[src/rtl/lrmw_pkg.sv]
package lrmw_pkg;
  typedef enum logic [2:0] {
    S_IDLE, S_DRAIN, S_READ, S_MODIFY, S_WRITE, S_UNLOCK
  } seq_state_t;

  typedef enum logic [1:0] {OP_ADD, OP_AND, OP_OR, OP_SWAP} rmw_op_t;

  typedef enum logic [1:0] {AC_LOAD, AC_STORE, AC_FETCH, AC_WALK} acc_class_t;
endpackage

[src/rtl/lrmw_lane_map.sv]
module lrmw_lane_map #(
  parameter int DATA_W = 64
) (
  input  logic [$clog2(DATA_W/8)-1:0] off,
  input  logic [1:0]                  size,
  input  logic [DATA_W-1:0]           rd_lo,
  input  logic [DATA_W-1:0]           rd_hi,
  input  logic [DATA_W-1:0]           new_val,
  output logic [DATA_W/8-1:0]         be_lo,
  output logic [DATA_W/8-1:0]         be_hi,
  output logic                        split,
  output logic [DATA_W-1:0]           size_mask,
  output logic [DATA_W-1:0]           old_val,
  output logic [DATA_W-1:0]           wr_lo,
  output logic [DATA_W-1:0]           wr_hi
);
  localparam int NB   = DATA_W / 8;
  localparam int SH_W = $clog2(DATA_W) + 1;

  logic [2*NB-1:0]     span;
  logic [SH_W-1:0]     shamt;
  logic [2*DATA_W-1:0] wwin;

  // byte lanes touched across two consecutive bus words
  always_comb begin
    int nbytes;
    nbytes = 1 << size;
    for (int i = 0; i < 2*NB; i++)
      span[i] = (i >= int'(off)) && (i < int'(off) + nbytes);
    for (int b = 0; b < NB; b++)
      size_mask[b*8 +: 8] = (b < nbytes) ? 8'hFF : 8'h00;
  end

  assign shamt   = SH_W'({off, 3'b000});
  assign old_val = DATA_W'({rd_hi, rd_lo} >> shamt) & size_mask;
  assign wwin    = {{DATA_W{1'b0}}, new_val & size_mask} << shamt;
  assign wr_lo   = wwin[DATA_W-1:0];
  assign wr_hi   = wwin[2*DATA_W-1:DATA_W];
  assign be_lo   = span[NB-1:0];
  assign be_hi   = span[2*NB-1:NB];
  assign split   = |be_hi;
endmodule

[src/rtl/lrmw_alu.sv]
module lrmw_alu
  import lrmw_pkg::*;
#(
  parameter int DATA_W = 64
) (
  input  rmw_op_t           op,
  input  logic [DATA_W-1:0] size_mask,
  input  logic [DATA_W-1:0] old_val,
  input  logic [DATA_W-1:0] operand,
  output logic [DATA_W-1:0] new_val
);
  logic [DATA_W-1:0] raw;

  always_comb begin
    unique case (op)
      OP_ADD:  raw = old_val + operand;
      OP_AND:  raw = old_val & operand;
      OP_OR:   raw = old_val | operand;
      default: raw = operand;
    endcase
  end

  assign new_val = raw & size_mask;
endmodule

[src/rtl/lrmw_access_gate.sv]
module lrmw_access_gate
  import lrmw_pkg::*;
(
  input  logic       busy,
  input  logic       oth_valid,
  input  logic [1:0] oth_class,
  output logic       oth_grant
);
  logic exempt;

  assign exempt    = (acc_class_t'(oth_class) == AC_FETCH) ||
                     (acc_class_t'(oth_class) == AC_WALK);
  assign oth_grant = oth_valid && (!busy || exempt);
endmodule

[src/rtl/locked_rmw_seq.sv]
module locked_rmw_seq
  import lrmw_pkg::*;
#(
  parameter int ADDR_W = 16,
  parameter int DATA_W = 64,
  parameter int CNT_W  = 4
) (
  input  logic                clk,
  input  logic                rst_n,
  input  logic                req_valid,
  output logic                req_ready,
  input  logic [ADDR_W-1:0]   req_addr,
  input  logic [1:0]          req_size,
  input  logic [1:0]          req_op,
  input  logic [DATA_W-1:0]   req_data,
  input  logic                req_to_mem,
  output logic                rsp_valid,
  output logic                rsp_err,
  output logic [DATA_W-1:0]   rsp_old,
  input  logic [CNT_W-1:0]    pend_loads,
  input  logic [CNT_W-1:0]    pend_stores,
  input  logic                oth_valid,
  input  logic [1:0]          oth_class,
  output logic                oth_grant,
  output logic                bus_valid,
  input  logic                bus_ready,
  output logic                bus_we,
  output logic [ADDR_W-1:0]   bus_addr,
  output logic [DATA_W/8-1:0] bus_be,
  output logic [DATA_W-1:0]   bus_wdata,
  input  logic [DATA_W-1:0]   bus_rdata,
  output logic                bus_lock
);
  localparam int NB    = DATA_W / 8;
  localparam int OFF_W = $clog2(NB);

  seq_state_t        state;
  logic [ADDR_W-1:0] word_q;
  logic [OFF_W-1:0]  off_q;
  logic [1:0]        size_q;
  rmw_op_t           op_q;
  logic [DATA_W-1:0] opnd_q, rd_lo_q, rd_hi_q, wr_lo_q, wr_hi_q, old_q;
  logic              beat_q, err_q;

  logic [NB-1:0]     be_lo, be_hi;
  logic              split;
  logic [DATA_W-1:0] size_mask, old_val, new_val, wr_lo, wr_hi;
  logic              drained, beat_done, last_beat;

  lrmw_lane_map #(.DATA_W(DATA_W)) u_lanes (
    .off(off_q), .size(size_q), .rd_lo(rd_lo_q), .rd_hi(rd_hi_q),
    .new_val(new_val), .be_lo(be_lo), .be_hi(be_hi), .split(split),
    .size_mask(size_mask), .old_val(old_val), .wr_lo(wr_lo), .wr_hi(wr_hi)
  );

  lrmw_alu #(.DATA_W(DATA_W)) u_alu (
    .op(op_q), .size_mask(size_mask), .old_val(old_val),
    .operand(opnd_q), .new_val(new_val)
  );

  lrmw_access_gate u_gate (
    .busy(state != S_IDLE), .oth_valid(oth_valid),
    .oth_class(oth_class), .oth_grant(oth_grant)
  );

  assign drained   = (pend_loads == '0) && (pend_stores == '0);
  assign beat_done = bus_valid && bus_ready;
  assign last_beat = !split || beat_q;

  always_ff @(posedge clk) begin
    if (!rst_n) begin
      state   <= S_IDLE;
      word_q  <= '0;
      off_q   <= '0;
      size_q  <= '0;
      op_q    <= OP_ADD;
      opnd_q  <= '0;
      rd_lo_q <= '0;
      rd_hi_q <= '0;
      wr_lo_q <= '0;
      wr_hi_q <= '0;
      old_q   <= '0;
      beat_q  <= 1'b0;
      err_q   <= 1'b0;
    end else begin
      err_q <= 1'b0;
      unique case (state)
        S_IDLE: if (req_valid) begin
          if (req_to_mem) begin
            word_q  <= {req_addr[ADDR_W-1:OFF_W], {OFF_W{1'b0}}};
            off_q   <= req_addr[OFF_W-1:0];
            size_q  <= req_size;
            op_q    <= rmw_op_t'(req_op);
            opnd_q  <= req_data;
            rd_hi_q <= '0;
            beat_q  <= 1'b0;
            state   <= S_DRAIN;
          end else begin
            err_q <= 1'b1;
          end
        end
        S_DRAIN: if (drained) state <= S_READ;
        S_READ: if (beat_done) begin
          if (beat_q) rd_hi_q <= bus_rdata;
          else        rd_lo_q <= bus_rdata;
          if (last_beat) begin
            beat_q <= 1'b0;
            state  <= S_MODIFY;
          end else begin
            beat_q <= 1'b1;
          end
        end
        S_MODIFY: begin
          old_q   <= old_val;
          wr_lo_q <= wr_lo;
          wr_hi_q <= wr_hi;
          state   <= S_WRITE;
        end
        S_WRITE: if (beat_done) begin
          if (last_beat) begin
            beat_q <= 1'b0;
            state  <= S_UNLOCK;
          end else begin
            beat_q <= 1'b1;
          end
        end
        default: state <= S_IDLE;
      endcase
    end
  end

  assign req_ready = (state == S_IDLE);
  assign rsp_valid = (state == S_UNLOCK);
  assign rsp_err   = err_q;
  assign rsp_old   = old_q;
  assign bus_valid = (state == S_READ) || (state == S_WRITE);
  assign bus_we    = (state == S_WRITE);
  assign bus_lock  = (state == S_READ) || (state == S_MODIFY) || (state == S_WRITE);
  assign bus_addr  = word_q + (beat_q ? ADDR_W'(NB) : ADDR_W'(0));
  assign bus_be    = beat_q ? be_hi : be_lo;
  assign bus_wdata = beat_q ? wr_hi_q : wr_lo_q;

  // every beat travels under the lock
  assert_lock_on_beat_R3: assert property (@(posedge clk) disable iff (!rst_n)
    bus_valid |-> bus_lock);

  // the lock only rises after the pending counters were seen empty
  assert_drained_before_lock_R2: assert property (@(posedge clk) disable iff (!rst_n)
    $rose(bus_lock) |-> $past(pend_loads == '0 && pend_stores == '0));

  // a stalled beat holds its request fields
  assert_hold_request_R10: assert property (@(posedge clk) disable iff (!rst_n)
    bus_valid && !bus_ready |=> bus_valid && $stable(bus_we) && $stable(bus_addr)
      && $stable(bus_be) && $stable(bus_wdata));

  // under the lock only fetch and page-walk accesses are granted
  assert_gate_while_locked_R9: assert property (@(posedge clk) disable iff (!rst_n)
    bus_lock && oth_grant |-> oth_class[1]);

  // completion follows the lock release and lasts one cycle
  assert_done_unlocked_R6: assert property (@(posedge clk) disable iff (!rst_n)
    rsp_valid |-> !bus_lock && $past(bus_lock));
  assert_done_single_R6: assert property (@(posedge clk) disable iff (!rst_n)
    rsp_valid |=> !rsp_valid);

  // a rejected request stays off the bus
  assert_reject_quiet_R8: assert property (@(posedge clk) disable iff (!rst_n)
    rsp_err |-> !bus_valid && !bus_lock && !rsp_valid);

  // a beat always enables at least one byte
  assert_be_nonzero_R4: assert property (@(posedge clk) disable iff (!rst_n)
    bus_valid |-> bus_be != '0);
endmodule

[config.mk]
export PLATFORM = sky130hd
export DESIGN_NAME = locked_rmw_seq
export DESIGN_NICKNAME = d
export VERILOG_FILES = /design/src/rtl/lrmw_pkg.sv /design/src/rtl/lrmw_lane_map.sv /design/src/rtl/lrmw_alu.sv /design/src/rtl/lrmw_access_gate.sv /design/src/rtl/locked_rmw_seq.sv
export SDC_FILE = /design/constraint.sdc
export NUM_CORES = 1
export LEC_CHECK = 0
export CAP_MARGIN = 10
export CORE_MARGIN = 2
export CORE_UTILIZATION = 55
export CTS_BUF_LIST = sky130_fd_sc_hd__clkbuf_8
export DETAILED_ROUTE_END_ITERATION = 16
export DONT_BUFFER_PORTS = 1
export PLACE_DENSITY = 0.73
export SLEW_MARGIN = 15
export SYNTH_ARGS = -nofsm -noshare
export SYNTH_HDL_FRONTEND = slang
export SYNTH_HIERARCHICAL = 1
export SYNTH_SLANG_ARGS = --single-unit
[constraint.sdc]
create_clock -name clk -period 6.1 [get_ports clk]
set_clock_uncertainty 0.15 [all_clocks]
set_input_delay 0.61 -clock clk [delete_from_list [all_inputs] [get_ports clk]]
set_output_delay 0.61 -clock clk [all_outputs]
set_load 0.05 [all_outputs]
==> results of run 1 <==
==> placed cells by master (no fill, tap or decap), types with 26 or more instances in the layout <==
cell type and instances:
nand2_1 618, dfxtp_1 394, a21boi_1 292, o21ai_0 266, buf_4 210, nand3_1 197, inv_1 177, dlygate4sd3_1 173
nor2_1 151, a21oi_1 148, mux2i_1 142, ha_1 132, mux2_2 108, clkbuf_8 84, a21boi_0 70, mux4_2 66
a32o_2 53, o211ai_1 50, xnor2_1 36, nor3_1 35, o21a_1 32, o21ai_1 30, xor2_1 28, and3_1 27
nand4_1 26, a21o_1 26, nor2b_1 26
==> power groups by stage <==
stage / Clock (mW) / Combinational, mW / Sequential (mW)
floorplan: 0 / 0.518 / 2.73
global placement: 0 / 0.573 / 2.76
detailed placement: 0 / 0.579 / 2.76
CTS: 2.68 / 0.690 / 2.70
global route: 2.79 / 0.751 / 2.70
finish: 2.65 / 0.711 / 2.70
==> final timing paths <==
| kind | from | to | cells past startpoint |
|---|---|---|---|
| min | bus_ready | beat_q | 3 |
| min reg2reg | wr_lo_q[46] | wr_lo_q[46] | 2 |
| max reg2reg | off_q[0] | wr_lo_q[59] | 24 |
| max | off_q[0] | wr_lo_q[59] | 24 |
==> state kept, by name (all words and copies together) (netlist names) <==
| register | flops |
|---|---|
| beat_q | 1 |
| size_q | 2 |
| wr_hi_q | 64 |
| rd_hi_q | 56 |
| off_q | 3 |
| rsp_err | 1 |
| opnd_q | 64 |
| rsp_old | 64 |
| wr_lo_q | 64 |
| rd_lo_q | 64 |
| op_q | 2 |
| word_q | 13 |
| state | 3 |
==> worst register-to-register path, delay by kind of cell, from the launching register on <==
| kind | cells | cell delay [ns] |
|---|---|---|
| AO/OA/AOI/OAI | 8 | 1.67 |
| adder cells (fa/ha/maj) | 1 | 0.27 |
| buffers and inverters | 4 | 0.72 |
| flip-flops | 1 | 0.52 |
| multiplexers | 4 | 1.20 |
| AND/OR/NAND/NOR | 7 | 1.28 |
==> cell type report <==
type,count,share of cell area
Inverter,163,0.0181
Timing Repair Buffer,394,0.104
Sequential cell,401,0.237
Antenna cell,15,0.00110
Clock buffer,84,0.0340
Multi-Input combinational cell,2837,0.572
Clock inverter,36,0.00871
Tap cell,696,0.0256
==> stage by stage <==
stage	TNS, ns	setup slack [ns]	hold slack [ns]	std cells
after global routing	-0.0232	-0.0120	0.0364	4623
final	0	0.209	0.0847	4626
after floorplan	0	1.02	0.282	3812
after global placement	0	0.284	0.288	4316
after CTS	0	0.261	0.000200	4610
after detailed placement	0	0.297	0.291	4316
==> routing by layer <==
metal,routed length [um],vias to the layer above
li1,-,13500
met1,45500,14200
met2,50800,1494
met3,9960,311
met4,6770,2
met5,13,-
==> what timing repair did <==
action,4_1_cts,5_1_grt
hold endpoints to repair,238,0
setup endpoints to repair,0,22
setup buffers,0,1
hold buffers,174,0
gates resized for setup,0,8
==> metrics.cfg, run 1 <==
[die]
dieWidth_um=238
boundaryPins=323
start_util=0.558
die_height_um=238
core_area_sq_um=53900
dieArea_sq_um=56600
num_rows=85

[critical_path]
arrival_ns=6.32
worstPathRequired_ns=6.53
crit_path_end_kind=register
reg2reg_slack_ns=0.21
crit_buf_inv=4
crit_fanout=11
crit_type=register to register
crit_chain=buf_8, buf_4, mux4_2, mux2i_1, nor2_1, buf_4, ha_1, a21o_1, a21o_1, a221oi_1, nand2_1, o21ai_2, a21boi_1, nor2_2, nor3_1, or4b_1, a31oi_1, buf_4, mux2_2, nand2_1, o21a_1, mux2i_1, nand2_1, a21boi_0
slowest_delay_ns=0.52
critPathTopFamily=compound AO/OA/AOI/OAI gates
cp-start-kind=register
worst_path_max_delay_cell=dfxtp_4

[routing]
firstDrtPassIters=6
drt-initial-drc-count=3473
viasPerCell=6.37
routedWlPerCell_um=24.4
wl_um=113000
vias=29500
drcViolationCount=0
ant_nets=0

[clock_network]
cts_tree=built
htree_levels=3
root_buffer=clkbuf_8
cts_buffers=70
path_clk_slew_ns=0.07
cts_buffer_depth=3
numClockSinks=401
insertion_delay_ns=0.69

[global_routing]
met2_usage=0.610
grt_max_degree=264
met1_usage=0.491
met3_usage=0.0776
grt.total_usage=0.385
grt-busiest-layer=met2
grt_pass1_vias=27000
grt_overflow_total=0
antenna_found_initial=16
grt_pass1_wl_um=168000

[power_and_ir_drop]
p_comb_frac=0.117
cellLeakagePower_nw=12.9
p_int_mw=4.39
max-vdd-ir-drop_mv=0.210
p_sw_mw=1.68
total_power_mw=6.06
seqPwrFrac=0.445
powerDensity_nw_per_um2=178
pwr-share-clk=0.438
p_sw_frac=0.277

[placed_design]
place_area_sq_um=30800
gp_congestion=1.03
io_buffers=0
post-dp-hpwl_um=79400

[sta]
period_share=0.966
slew_headroom=0.203
worstMarginPinSlew_ns=1.19
finalHoldViolCount=0
fmax_ghz=0.170
drv_slew=0
fin_crit_ns=5.89
setup-violations-final=0

[synth]
syn_inst=3796
yosys_warnings=6
syn_area_sq_um=30100
syn_avg_cell_area_sq_um=7.93

[flow_run]
drv_cap=0

[layout]
drive_gt1_frac=0.153
final.fill_count=4694
fin_area_sq_um=34000
fin_nets=4165
multiInputGateArea_sq_um=19500
post-route-util=0.631
register_area_sq_um=8050
syn2layout_area_growth_pct=13.1

[status]
status=completed

[min_path]
hp-class=input port to register

Note: power is estimated with default switching activity, not from simulation.
==> inputs of run 2 (changes only) <==
Settings changed: CAP_MARGIN 10 to 0.
==> results of run 2 <==
No change in the layout: final DEF, timing and power equal those of run 1.
